$ cat src/rtl/otp_seq_pkg.sv
package otp_seq_pkg;

    localparam int MODE_W = 4;

    // Mode pin patterns presented to the array
    localparam logic [MODE_W-1:0] MODE_IDLE = 4'b0000;
    localparam logic [MODE_W-1:0] MODE_PROG = 4'b0101;
    localparam logic [MODE_W-1:0] MODE_VFY  = 4'b1010;

    typedef enum logic [3:0] {
        ST_IDLE,
        ST_ADDR,
        ST_DATA,
        ST_CTRL,
        ST_SETTLE,
        ST_PULSE,
        ST_GAP,
        ST_HV_DROP,
        ST_QUIET,
        ST_VFY,
        ST_DONE,
        ST_ERR
    } seq_state_e;

endpackage

$ cat src/rtl/otp_step_timer.sv
// Loadable down-counter: holds a phase for (load_val + 1) cycles.
module otp_step_timer #(
    parameter int W = 5
) (
    input  logic         clk,
    input  logic         rst_n,
    input  logic         load,
    input  logic [W-1:0] load_val,
    output logic         expired
);

    logic [W-1:0] cnt_d, cnt_q;

    always_comb begin
        cnt_d = cnt_q;
        if (load) begin
            cnt_d = load_val;
        end else if (cnt_q != '0) begin
            cnt_d = cnt_q - 1'b1;
        end
    end

    always_ff @(posedge clk or negedge rst_n) begin
        if (!rst_n) begin
            cnt_q <= '0;
        end else begin
            cnt_q <= cnt_d;
        end
    end

    assign expired = (cnt_q == '0);

endmodule

$ cat src/rtl/otp_pulse_tally.sv
// Counts strobes already finished within the current burst.
module otp_pulse_tally #(
    parameter int N = 5,
    parameter int W = 3
) (
    input  logic clk,
    input  logic rst_n,
    input  logic clr,
    input  logic bump,
    output logic last
);

    logic [W-1:0] cnt_d, cnt_q;

    always_comb begin
        cnt_d = cnt_q;
        if (clr) begin
            cnt_d = '0;
        end else if (bump) begin
            cnt_d = cnt_q + 1'b1;
        end
    end

    always_ff @(posedge clk or negedge rst_n) begin
        if (!rst_n) begin
            cnt_q <= '0;
        end else begin
            cnt_q <= cnt_d;
        end
    end

    assign last = (cnt_q == W'(N - 1));

endmodule

$ cat src/rtl/otp_readback_cmp.sv
// Bitwise read-back comparison.
module otp_readback_cmp #(
    parameter int W = 8
) (
    input  logic [W-1:0] expected,
    input  logic [W-1:0] observed,
    output logic         match
);

    logic [W-1:0] diff;

    for (genvar i = 0; i < W; i++) begin : g_bit
        assign diff[i] = expected[i] ^ observed[i];
    end

    assign match = (diff == '0);

endmodule

$ cat src/rtl/otp_prog_seq.sv
module otp_prog_seq
    import otp_seq_pkg::*;
#(
    parameter int ADDR_W     = 13,
    parameter int ADDR_LO_W  = 8,
    parameter int DATA_W     = 8,
    parameter int NUM_PULSES = 5,
    parameter int SETTLE_CYC = 16,
    parameter int PULSE_CYC  = 10,
    parameter int GAP_CYC    = 4,
    parameter int READ_CYC   = 3
) (
    input  logic                        clk,
    input  logic                        rst_n,
    input  logic                        in_valid,
    output logic                        in_ready,
    input  logic [ADDR_W-1:0]           in_addr,
    input  logic [DATA_W-1:0]           in_data,
    input  logic                        in_last,
    output logic [ADDR_LO_W-1:0]        addr_lo,
    output logic [ADDR_W-ADDR_LO_W-1:0] addr_hi,
    output logic [DATA_W-1:0]           pd_out,
    output logic                        pd_oe,
    input  logic [DATA_W-1:0]           pd_in,
    output logic [MODE_W-1:0]           mode,
    output logic                        hv_en,
    output logic                        pgm_strobe,
    output logic                        done,
    output logic                        err,
    output logic [ADDR_W-1:0]           err_addr
);

    localparam int ADDR_HI_W = ADDR_W - ADDR_LO_W;
    localparam int MAX_A     = (SETTLE_CYC > PULSE_CYC) ? SETTLE_CYC : PULSE_CYC;
    localparam int MAX_B     = (GAP_CYC > READ_CYC) ? GAP_CYC : READ_CYC;
    localparam int MAX_WAIT  = (MAX_A > MAX_B) ? MAX_A : MAX_B;
    localparam int TMR_W     = $clog2(MAX_WAIT + 1);
    localparam int PCNT_W    = $clog2(NUM_PULSES + 1);

    typedef struct packed {
        seq_state_e          state;
        logic [ADDR_W-1:0]   addr;
        logic [DATA_W-1:0]   data;
        logic                last;
    } seq_regs_t;

    seq_regs_t r_d, r_q;

    logic             tmr_load;
    logic [TMR_W-1:0] tmr_val;
    logic             tmr_done;
    logic             tally_clr;
    logic             tally_bump;
    logic             tally_last;
    logic             rb_match;

    otp_step_timer #(
        .W (TMR_W)
    ) u_timer (
        .clk      (clk),
        .rst_n    (rst_n),
        .load     (tmr_load),
        .load_val (tmr_val),
        .expired  (tmr_done)
    );

    otp_pulse_tally #(
        .N (NUM_PULSES),
        .W (PCNT_W)
    ) u_tally (
        .clk   (clk),
        .rst_n (rst_n),
        .clr   (tally_clr),
        .bump  (tally_bump),
        .last  (tally_last)
    );

    otp_readback_cmp #(
        .W (DATA_W)
    ) u_cmp (
        .expected (r_q.data),
        .observed (pd_in),
        .match    (rb_match)
    );

    // Next-state computation
    always_comb begin
        r_d        = r_q;
        tmr_load   = 1'b0;
        tmr_val    = '0;
        tally_clr  = 1'b0;
        tally_bump = 1'b0;
        unique case (r_q.state)
            ST_IDLE: begin
                if (in_valid) begin
                    r_d.addr  = in_addr;
                    r_d.data  = in_data;
                    r_d.last  = in_last;
                    r_d.state = ST_ADDR;
                end
            end
            ST_ADDR: r_d.state = ST_DATA;
            ST_DATA: r_d.state = ST_CTRL;
            ST_CTRL: begin
                r_d.state = ST_SETTLE;
                tmr_load  = 1'b1;
                tmr_val   = TMR_W'(SETTLE_CYC - 1);
                tally_clr = 1'b1;
            end
            ST_SETTLE: begin
                if (tmr_done) begin
                    r_d.state = ST_PULSE;
                    tmr_load  = 1'b1;
                    tmr_val   = TMR_W'(PULSE_CYC - 1);
                end
            end
            ST_PULSE: begin
                if (tmr_done) begin
                    r_d.state = ST_GAP;
                    tmr_load  = 1'b1;
                    tmr_val   = TMR_W'(GAP_CYC - 1);
                end
            end
            ST_GAP: begin
                if (tmr_done) begin
                    if (tally_last) begin
                        r_d.state = ST_HV_DROP;
                    end else begin
                        r_d.state  = ST_PULSE;
                        tally_bump = 1'b1;
                        tmr_load   = 1'b1;
                        tmr_val    = TMR_W'(PULSE_CYC - 1);
                    end
                end
            end
            ST_HV_DROP: r_d.state = ST_QUIET;
            ST_QUIET: begin
                r_d.state = ST_VFY;
                tmr_load  = 1'b1;
                tmr_val   = TMR_W'(READ_CYC - 1);
            end
            ST_VFY: begin
                if (tmr_done) begin
                    if (!rb_match) begin
                        r_d.state = ST_ERR;
                    end else if (r_q.last) begin
                        r_d.state = ST_DONE;
                    end else begin
                        r_d.state = ST_IDLE;
                    end
                end
            end
            ST_DONE: r_d.state = ST_DONE;
            ST_ERR:  r_d.state = ST_ERR;
            default: r_d.state = ST_IDLE;
        endcase
    end

    always_ff @(posedge clk or negedge rst_n) begin
        if (!rst_n) begin
            r_q <= '{state: ST_IDLE, addr: '0, data: '0, last: 1'b0};
        end else begin
            r_q <= r_d;
        end
    end

    // Port decode from the registered state
    always_comb begin
        in_ready   = (r_q.state == ST_IDLE);
        pgm_strobe = (r_q.state == ST_PULSE);
        done       = (r_q.state == ST_DONE);
        err        = (r_q.state == ST_ERR);
        hv_en      = (r_q.state == ST_SETTLE) || (r_q.state == ST_PULSE) ||
                     (r_q.state == ST_GAP);
        pd_oe      = (r_q.state == ST_DATA) || (r_q.state == ST_CTRL) || hv_en ||
                     (r_q.state == ST_HV_DROP);
        if ((r_q.state == ST_CTRL) || hv_en || (r_q.state == ST_HV_DROP)) begin
            mode = MODE_PROG;
        end else if (r_q.state == ST_VFY) begin
            mode = MODE_VFY;
        end else begin
            mode = MODE_IDLE;
        end
        addr_lo  = r_q.addr[ADDR_LO_W-1:0];
        addr_hi  = r_q.addr[ADDR_W-1 -: ADDR_HI_W];
        pd_out   = r_q.data;
        err_addr = err ? r_q.addr : '0;
    end

endmodule

$ cat config.mk
export PLATFORM = sky130hd
export DESIGN_NAME = otp_prog_seq
export DESIGN_NICKNAME = d
export VERILOG_FILES = /design/src/rtl/otp_seq_pkg.sv /design/src/rtl/otp_step_timer.sv /design/src/rtl/otp_pulse_tally.sv /design/src/rtl/otp_readback_cmp.sv /design/src/rtl/otp_prog_seq.sv
export SDC_FILE = /design/constraint.sdc
export NUM_CORES = 1
export LEC_CHECK = 0
export BUFFER_PORTS_ARGS = -buffer_cell sky130_fd_sc_hd__buf_2
export CAP_MARGIN = 20
export CORE_ASPECT_RATIO = 0.7
export CORE_MARGIN = 2
export CORE_UTILIZATION = 50
export CTS_BUF_LIST = sky130_fd_sc_hd__clkbuf_4 sky130_fd_sc_hd__clkbuf_8 sky130_fd_sc_hd__clkbuf_16
export CTS_CLUSTER_SIZE = 25
export DETAILED_ROUTE_END_ITERATION = 8
export GPL_TIMING_DRIVEN = 0
export PLACE_DENSITY = 0.8
export SETUP_SLACK_MARGIN = 0.05
export SLEW_MARGIN = 15
export SYNTH_ARGS = -nofsm -noshare
export SYNTH_HDL_FRONTEND = slang
export SYNTH_HIERARCHICAL = 1
export SYNTH_SLANG_ARGS = --single-unit
$ cat constraint.sdc
create_clock -name clk -period 2.8 [get_ports clk]
set_input_delay 0.56 -clock clk [delete_from_list [all_inputs] [get_ports clk]]
set_output_delay 0.56 -clock clk [all_outputs]
set_load 0.02 [all_outputs]
==> results.txt, run 1 <==
The final count of pins violating max slew was 0. The logs give 0 for the post-route antenna net violation count and 2.24 ns for the required time reported for the critical path endpoint. Primary flip-flop cell chosen by synthesis mapping: sky130_fd_sc_hd__dfrtp_1. For the total congestion overflow, the log shows 0. IR analysis of the VDD net gives a maximum drop of 0.607 mV.

In the routed design, unresolved DRC markers number 0. The run gives 1478 as the number of global-route vias before repair. The top cell type's share of synthesized area works out to 39.8%.

After synthesis, the share of flip-flops with an asynchronous set or reset is 100%. Setup repair after global routing left no endpoint under its margin. The total core area is 4020 um2, and the via density per instance is 4.91.

For this configuration, the core starts out at a cell density of 53.2%. The horizontal die dimension is 82.2 um, and the floorplan row count is 19. The quantity of gates resized following cts was 0; the top fanout value on the critical path was 10. The worst register-to-register path has a depth of 7. The area of the mapped netlist is 2140 um2, and the worst setup timing slack at the placement stage is 0.529 ns. The sequential share of the synthesized area came out at 39.8%. At the pin with the least slew margin, the transition time is 0.727 ns. The hold violation total from the final report was 0; the core utilization of the finished layout was 67.1%. For the final database, setup skew stands at 0.00580 ns.

During placement, the flow inserted port buffers numbering 76. The fraction of final layout cells sized beyond drive strength 1 is 49.8%, and the clock-pin transition on the worst setup and hold timing paths is 0.07 ns. Of the available clock period, the critical path in the final layout requires 88.3%.

The maximum level of the CTS H-tree was 2; the y dimension of the die was 58.7 um. Before antenna repair, the detailed router went through 4 iterations. TritonCTS built the clock tree. The critical path is of the register to primary output type. After the first detailed-routing iteration, the DRC count stood at 104. Synthesis handed over a netlist of 203 instances. At the end of the flow, the number of nets in the layout was 322. When the netlist entered floorplanning its net count stood at 239. At the end of routability-driven placement, the weighted congestion stood at 0.859. The number of post-CTS setup repair buffers was 0; the total number of clock tree sinks was 34. Number of unique standard cell types used by synthesis: 39. For this run, the number of Yosys warnings is 6. After detailed routing, the average wire length per cell comes to 12.4 um. The leakage power is 1.48 nW, and the total die area is 4820 um2.

Power spread over the standard cell area amounts to 1050 nW/um2. The run gives 405 MHz as the highest achievable clock rate. Summed over all layers, the routed wires come to 4220 um. The area growth from synthesis to layout was 26.2%.

The tool flagged a number of max-cap violations equal to 0. The number of antenna violations at the first check in global routing came out at 0. The number of clock buffers added by TritonCTS is 5. STA classifies the critical path endpoint as a primary output.

The run finished with clean final reports. The tools report the sort of element at the start of the critical path as a register. Sorting the synthesized cells by how often they occur yields 34 x sky130_fd_sc_hd__dfrtp_1, 24 x sky130_fd_sc_hd__buf_4, 20 x sky130_fd_sc_hd__mux2_4. The tools report the maximum clock insertion buffer count as 2.

sky130_fd_sc_hd__dfrtp_1 is the most common cell in the netlist. The first global-routing pass estimated 6870 um of wire. The count of inserted antenna diode cells was 0; the average cell area after synthesis was 10.5 um2. The total global routing track utilization is 19.0%. The synthesized design contains 34 register bits. The synthesized design contains 0 enable-type register cells. The clock reaches the later pin of the worst-skew pair after 0.28 ns. The cell sitting at the root of the clock tree is a sky130_fd_sc_hd__clkbuf_8. The logs give 1.91 ns for the signal arrival time at the worst endpoint and 3190 um for the HPWL reported at the end of detailed placement.

The run gives 0 as the final setup violation count. By area the synthesized netlist is led by sky130_fd_sc_hd__dfrtp_1 40%, sky130_fd_sc_hd__mux2_4 14%, sky130_fd_sc_hd__buf_4 8.4%. Measured against its own limit, the worst slew margin works out to 51.6%. Worst min-delay path category: input pin to async pin. The maximum number of pins on one net before global-route repair is 35, and the total I/O pin count is 77. The worst-case setup margin in the final layout was 0.329 ns; the setup slack on the worst flop-to-flop path was 0.49 ns.

The routed via count was 1663; the setup TNS was 0 ns. The number of buffers added to fix hold violations after cts is 0, and the shortest period the worst path allows is 2.47 ns. The largest area contributor in the synthesized netlist is sky130_fd_sc_hd__dfrtp_1.
[report_power, final]
group	leakage (nW)	internal, mW	switching [mW]
combinational	0.969	0.734	0.793
sequential	0.452	0.666	0.178
clock	0.0593	0.285	0.166
total	1.48	1.69	1.14
[per-stage QoR]
stage	cell area (um2)	std cells	power [mW]	hold WS (ns)
floorplan	2140	203	2.01	0.264
global placement	2580	331	2.34	0.494
detailed placement	2580	331	2.38	0.494
CTS	2700	339	2.84	0.364
global route	2700	339	3.03	0.389
finish	2700	339	2.82	0.330
[area by class of cell]
type,instances,area [um2]
plain buffers,31,224
clock buffers,7,83.8
clock inverters,1,30.0
fillers,322,1320
inverters,10,37.5
multi-input cells,128,1030
flip-flops and latches,34,851
well taps,52,65.1
repair buffers,76,380
[worst max-delay path, cell delays in order, from the launching register on]
cell                       delay, ns
sky130_fd_sc_hd__dfrtp_1        0.49
sky130_fd_sc_hd__nand2b_1       0.31
sky130_fd_sc_hd__nor2_1         0.30
sky130_fd_sc_hd__buf_2          0.23
sky130_fd_sc_hd__and2_1         0.14
sky130_fd_sc_hd__buf_2          0.15
[placed cells by master, fill, tap and decap left out, drive strengths merged]
cell type  count
inv           10
xnor2         12
nand3b         1
ha             3
or2            1
buf          104
nand4          3
conb           1
nor2          12
nor2b          2
nor4           1
a21bo          1
nand3          2
nor3           4
bufinv         1
and4           1
o21ai         10
nand2b         4
nand2         10
and2          14
nor4b          1
mux2i          2
a32oi          1
a21oi          9
o21ba          1
mux2          23
or3            2
o211ai         1
clkbuf        10
o2111ai        1
o22ai          1
a21o           1
dfrtp         34
o31ai          3
[per-layer routing]
metal | routed length, um | up-vias | track usage [%]
li1 | - | 824 | -
met2 | 1850 | 77 | 30.0
met5 | 0 | - | 0
met3 | 378 | 6 | 4.29
met4 | 70 | 0 | 7.86
met1 | 1920 | 756 | 25.5
[logic make-up (layout without fill, tap and decap cells)]
group | Yosys count | count (layout) | share of synthesized area [%]
and+or+nand+nor | 58 | 58 | 16.0
buffers and inverters | 41 | 125 | 12.2
DFF | 34 | 34 | 39.8
AOI/OAI and AO/OA | 29 | 29 | 8.60
muxes | 25 | 25 | 16.6
xor gates and xnor gates | 12 | 12 | 4.92
adders and majority gates | 3 | 3 | 1.76
other | 1 | 1 | 0.175
[path summary, 6_finish.rpt]
kind,from,to
min in group clk,in_data[0],pd_out[0]$_DFFE_PN0P_
max,r_q[24]$_DFFE_PN0P_,err_addr[7]
max in group asynchronous,rst_n,addr_hi[3]$_DFFE_PN0P_
min reg2reg,r_q[0]$_DFFE_PN0P_,r_q[0]$_DFFE_PN0P_
max reg2reg,u_timer/cnt_q[0]$_DFFE_PN0P_,u_tally/cnt_q[1]$_DFFE_PN0P_
min,rst_n,pd_out[5]$_DFFE_PN0P_
[state kept, by name, summed over array words and instances, names as in the netlist]
name / flops
addr_hi: 5
addr_lo: 8
u_tally/cnt_q: 3
r_q: 5
pd_out: 8
u_timer/cnt_q: 5
(Power assumes the default switching activity.)
==> run 2: changes to the inputs <==
RECOVER_POWER = 50   (was not set)
==> results.txt, run 2 (synthesis gave the netlist of run 1 again) <==
The floorplan step set the die height to 58.7 um. TritonCTS built the clock tree. The total power divided by cell area is 1050 nW/um2, and the relative slew slack is -16.1%. The number of violations reported at the end of detailed-routing iteration 0 is 82. After detailed routing, the number of vias per cell comes to 4.90.

The cell family contributing the most delay on the critical path is simple AND/OR/NAND/NOR gates. Once the floorplan was initialized, standard cells occupied 53.2% of the core. Entering global routing, the biggest net connects 35 pins. Leaving out fill and tap cells, the most frequent cells in the layout are 58 x sky130_fd_sc_hd__buf_2, 34 x sky130_fd_sc_hd__dfrtp_1, 24 x sky130_fd_sc_hd__buf_4.

The first-pass iteration count of the detailed router was 4. For the total I/O pin count, the log shows 77. The final critical-path share of the clock period is 86.7%.

In this run the worst hold path is classified as input pin to register. In this run the tool buffered the top-level ports with 76 buffer cells. The global-route wire length before repair is 6870 um, and the total number of clock tree sinks is 34. The hold violation total from the final report was 0.

Setup repair after global routing left no endpoint under its margin. The worst register-to-register path has a setup slack of 0.47 ns. Setup violations remaining at the end of the flow were counted as 0. The tree is rooted in a sky130_fd_sc_hd__clkbuf_8.

Clock tree synthesis inserted a total of 5 buffers. The clock-pin transition on the worst setup and hold timing paths is 0.07 ns. The number of setup buffers added after CTS is 0.

The largest individual stage delay along the critical path comes from the cell sky130_fd_sc_hd__dfrtp_1. The number of gates resized after CTS was 0. The run gives 0 as the DRC violations left. The final layout contains 322 nets. The tools report the endpoint type of the worst setup path as a primary output.

The total core area was 4020 um2. The transition time at the pin with the least slew margin is 1.74 ns. The critical path is of the register to primary output type. Static timing analysis puts the maximum clock frequency at 412 MHz.

Global routing used 19.0% of the available tracks. The worst-case IR drop observed on VDD is 0.603 mV. The routed design has 4260 um of wire. Data on the critical path is required at its endpoint by 2.24 ns. The analysis attributes to cell leakage a power of 1.40 nW. Most frequent cell on the critical path: sky130_fd_sc_hd__buf_2. Data on the critical path arrives at its endpoint at 1.87 ns. The count of buffering cells on the critical path with inverters included was 2; the overall power consumption was 2.78 mW.

The shortest period the worst path allows is 2.43 ns. The total die area came out at 4820 um2. The library cell used most frequently in the layout, excluding fill and tap cells, is sky130_fd_sc_hd__buf_2. The fraction of final layout cells sized beyond drive strength 1 is 42.5%, and the count of inserted antenna diode cells is 0. The critical path goes through nand2b_1 -> nor2_1 -> buf_2 -> and2_1 -> buf_2. Dividing the detail-routed wire length by the instance count gives 12.6 um.

The total congestion overflow was 0; the number of antenna violations at the first check in global routing was 0. In this run the core area contains 19 standard-cell rows. The final weighted congestion of routability-driven global placement is 0.859, and the HPWL reported at the end of detailed placement is 3190 um.

Between clock sinks in the finished design, the worst skew comes to 0.00596 ns. Biggest cell delay along the critical path: 0.47 ns. The top fanout value on the critical path works out to 10. The latest clock arrival within the worst-skew pair is 0.28 ns.

The run gives 0 as the number of buffers added to fix hold violations after cts. The area growth from synthesis to layout is 24.3%. Across all layers, the routed design uses 1660 vias. The die is 82.2 um wide. The final reports fail on max-capacitance violations, max-slew violations.

For the setup TNS, the log shows 0 ns. The clock passes through at most 2 buffers. The H-tree was split into 2 levels. Once detail routing completed, the nets flagged for antenna violations numbered 0. The tools report the number of max-capacitance violations reported as 1. The flow ran to the end, but the final reports show violations. The tools report the sort of element at the start of the critical path as a register. The tools report the number of global-route vias before repair as 1478. The final count of pins violating max slew came out at 35.
[run 2: cell count changes in the layout (fill, tap and decap cells not counted), sizes merged]
cell    previous run  this run
buf              104        84
clkbuf            10        30
[run 2: final cells by class]
cell class,count,area (um2)
inverter,10,37.5
timing repair buffer,76,355
clock buffer,7,83.8
fill,335,1360
sequential,34,851
multi-input combinational,128,1010
tap,52,65.1
clock inverter,1,30.0
buffer,31,224
[run 2: worst paths after layout]
path                                               from                           end  cells past startpoint
setup / recovery                    r_q[24]$_DFFE_PN0P_                   err_addr[7]                      5
hold / removal                               in_data[0]         pd_out[0]$_DFFE_PN0P_                      2
setup reg to reg           u_timer/cnt_q[0]$_DFFE_PN0P_  u_tally/cnt_q[1]$_DFFE_PN0P_                      7
hold reg to reg                      r_q[0]$_DFFE_PN0P_            r_q[0]$_DFFE_PN0P_                      1
max in group asynchronous                         rst_n        addr_hi[3]$_DFFE_PN0P_                      1
min in group asynchronous                         rst_n         pd_out[5]$_DFFE_PN0P_                      1
[run 2: power breakdown]
group	leakage [nW]	internal [mW]	switching (mW)
Combinational	0.885	0.705	0.798
Clock	0.0593	0.285	0.163
Sequential	0.452	0.667	0.165
Total	1.40	1.66	1.13
[run 2: through the flow]
step	hold WS (ns)	util (%)	std cells	cell area (um2)	worst slack [ns]
6_report	0.506	66.1	339	2660	0.371
3_3_place_gp	0.494	64.3	331	2580	0.547
4_1_cts	0.364	67.1	339	2700	0.312
2_1_floorplan	0.264	-	203	2140	0.826
5_1_grt	0.488	66.1	339	2660	0.165
3_5_place_dp	0.494	64.3	331	2580	0.529
[run 2: layer usage]
metal / routed length [um] / track usage [%] / vias to the layer above
met5: 0 / 0 / -
met4: 53 / 7.86 / 0
met3: 397 / 4.29 / 4
met2: 1870 / 30.0 / 78
met1: 1950 / 25.5 / 754
li1: - / - / 824
==> run 3: changes to the inputs <==
CTS_BUF_LIST = not set   (was sky130_fd_sc_hd__clkbuf_4 sky130_fd_sc_hd__clkbuf_8 sky130_fd_sc_hd__clkbuf_16)
CTS_CLUSTER_DIAMETER = 200   (was not set)
==> results.txt, run 3 (synthesis gave the netlist of run 1 again) <==
The flow ran to the end, but the final reports show violations. The checks that failed: max-capacitance violations, max-slew violations. The logs give 0 for the DRC violations left and 34 for the total number of clock tree sinks. In this run the tool buffered the top-level ports with 76 buffer cells. Clock latency on the worst-skew pair, taken at its later pin, is 0.29 ns.

The fraction of final layout cells sized beyond drive strength 1 came out at 41.8%. The worst setup path is captured at a primary output. STA classifies the critical path startpoint as a register. Of the available clock period, the critical path in the final layout requires 87.7%. The detail route stage leaves a number of antenna-violating nets equal to 0. Endpoint of the worst register-to-register path: u_tally/cnt_q[1]$_DFFE_PN0P_. The die covers 4820 um2.

Across every metal layer, demand over resource in global routing totals 19.2%. Walking the worst path, the cells encountered are nand2b_1 -> nor2_1 -> buf_2 -> and2_1 -> buf_2. The top fanout value on the critical path was 10; the total I/O pin count was 77. In this run the vertical extent of the chip is 58.7 um. VDD sags by at most 0.574 mV. The critical path is of the register to primary output type.

For the maximum number of pins on one net before global-route repair, the log shows 35. In this run, the number of DRC markers left after iteration 0 of detailed routing was 99. Measured along the x axis, the die boundary spans 82.2 um. The routed wirelength normalized by instance count came out at 12.5 um.

The tree is rooted in a sky130_fd_sc_hd__clkbuf_8. Data on the critical path is required at its endpoint by 2.24 ns. The H-tree was split into 2 levels.

In the final timing run, aggregate negative setup slack is 0 ns. For the final database, setup skew stands at 0.00784 ns. Compared with the post-synthesis result, the final layout area differs by 23.9%. The largest single stage delay on the critical path is 0.47 ns.

The run gives 0 as the number of post-CTS setup repair buffers. The total congestion overflow was 0; the count of inserted antenna diode cells was 0. The worst min-delay path category was input pin to register. The final setup violation count was 0; the routed via count was 1641. Most frequent standard cell in the layout excluding fill and tap cells: sky130_fd_sc_hd__buf_2. Detailed placement ended at an HPWL of 3190 um. The worst-case setup margin in the final layout came out at 0.344 ns. The final weighted congestion of routability-driven global placement came out at 0.859.

Setup repair after global routing left no endpoint under its margin. Prior to clock tree synthesis, the placed netlist has a worst setup slack of 0.529 ns. For hold timing, the worst endpoint is pd_out[4]$_DFFE_PN0P_. In this run, CTS created clock tree buffers numbering 5. The number of buffers added to fix hold violations after cts was 0; the number of antenna violations at the first check in global routing was 0.

The initialized floorplan defines 19 standard-cell rows. No sink is reached through more buffers than the 2 on the longest clock path. Signal arrival time at the worst endpoint: 1.90 ns. The transition time at the pin with the least slew margin came out at 1.76 ns. The run gives 4240 um as the overall routed net length. Measured against its own limit, the worst slew margin works out to -17.6%. First-pass iteration count of the detailed router: 4. The number of global-route vias before repair was 1466. Power spread over the standard cell area amounts to 1040 nW/um2. The final count of pins violating max slew was 35; the number of instances on the worst hold path was 2. Total core area: 4020 um2.

TritonCTS built the clock tree. The via density per instance is 4.84. The critical-path cell with the highest stage delay was sky130_fd_sc_hd__dfrtp_1.

The first global-routing pass estimated 6830 um of wire. The most frequent cell on the critical path was sky130_fd_sc_hd__buf_2. In the layout the commonest cells are 58 x sky130_fd_sc_hd__buf_2, 34 x sky130_fd_sc_hd__dfrtp_1, 25 x sky130_fd_sc_hd__clkbuf_1.

The startpoint identified for the worst hold timing path is in_data[4]. Once the floorplan was initialized, standard cells occupied 53.2% of the core. The number of cells on the worst reg-to-reg path is 7, and the number of nets in the final layout is 322. The setup slack on the worst flop-to-flop path came out at 0.48 ns. Subtracting the final worst setup slack from the clock period gives 2.46 ns. The hold violation total from the final report was 0. The number of max-capacitance violations reported was 1; the leakage power was 1.39 nW. Launch instance of the worst register-to-register path: u_timer/cnt_q[0]$_DFFE_PN0P_. The clock-pin transition on the worst setup and hold timing paths was 0.07 ns.

The quantity of gates resized following cts was 0. The run gives 407 MHz as the highest achievable clock rate.
==> run 3: report_power, final <==
group,switching (mW),internal (mW),total (mW)
logic,0.794,0.705,1.50
registers,0.165,0.667,0.832
clock network,0.168,0.266,0.434
total,1.13,1.64,2.76
==> run 3: worst max path at each step <==
stage | from | to | slack (ns)
after detailed placement | u_timer/cnt_q[0]$_DFFE_PN0P_ | u_tally/cnt_q[1]$_DFFE_PN0P_ | 0.53
after global placement | u_timer/cnt_q[0]$_DFFE_PN0P_ | u_tally/cnt_q[1]$_DFFE_PN0P_ | 0.55
after floorplan | u_timer/cnt_q[0]$_DFFE_PN0P_ | u_tally/cnt_q[1]$_DFFE_PN0P_ | 0.83
after global routing | r_q[24]$_DFFE_PN0P_ | err_addr[6] | 0.15
after CTS | r_q[24]$_DFFE_PN0P_ | err_addr[7] | 0.31
final | r_q[24]$_DFFE_PN0P_ | err_addr[7] | 0.34
==> run 3: cell type report <==
| class | instances | area (um2) |
|---|---|---|
| Clock buffer | 7 | 76.3 |
| Multi-Input combinational cell | 128 | 1010 |
| Sequential cell | 34 | 851 |
| Fill cell | 338 | 1370 |
| Tap cell | 52 | 65.1 |
| Timing Repair Buffer | 76 | 355 |
| Buffer | 31 | 224 |
| Inverter | 10 | 37.5 |
| Clock inverter | 1 | 30.0 |
==> run 3: metal layers <==
| metal | GRT usage (%) | up-vias | wire length (um) |
|---|---|---|---|
| li1 | - | 825 | - |
| met1 | 25.4 | 743 | 2000 |
| met2 | 29.6 | 69 | 1770 |
| met3 | 6.13 | 4 | 396 |
| met4 | 7.14 | 0 | 62 |
| met5 | 0 | - | 0 |
==> run 3: stage by stage <==
step           area, um2  hold slack [ns]  cells  total power, mW  utilization (%)
3_3_place_gp        2580            0.494    331             2.34             64.3
6_report            2650            0.498    339             2.76             66.0
5_1_grt             2650            0.485    339             2.97             66.0
4_1_cts             2690            0.361    339             2.82             67.0
3_5_place_dp        2580            0.494    331             2.38             64.3
2_1_floorplan       2140            0.264    203             2.01                -
==> run 3: worst max-delay path: cells and delay by family, from the launching register on <==
kind / cells / cell delay, ns
buf+inv: 2 / 0.39
flops: 1 / 0.47
simple gates: 3 / 0.74
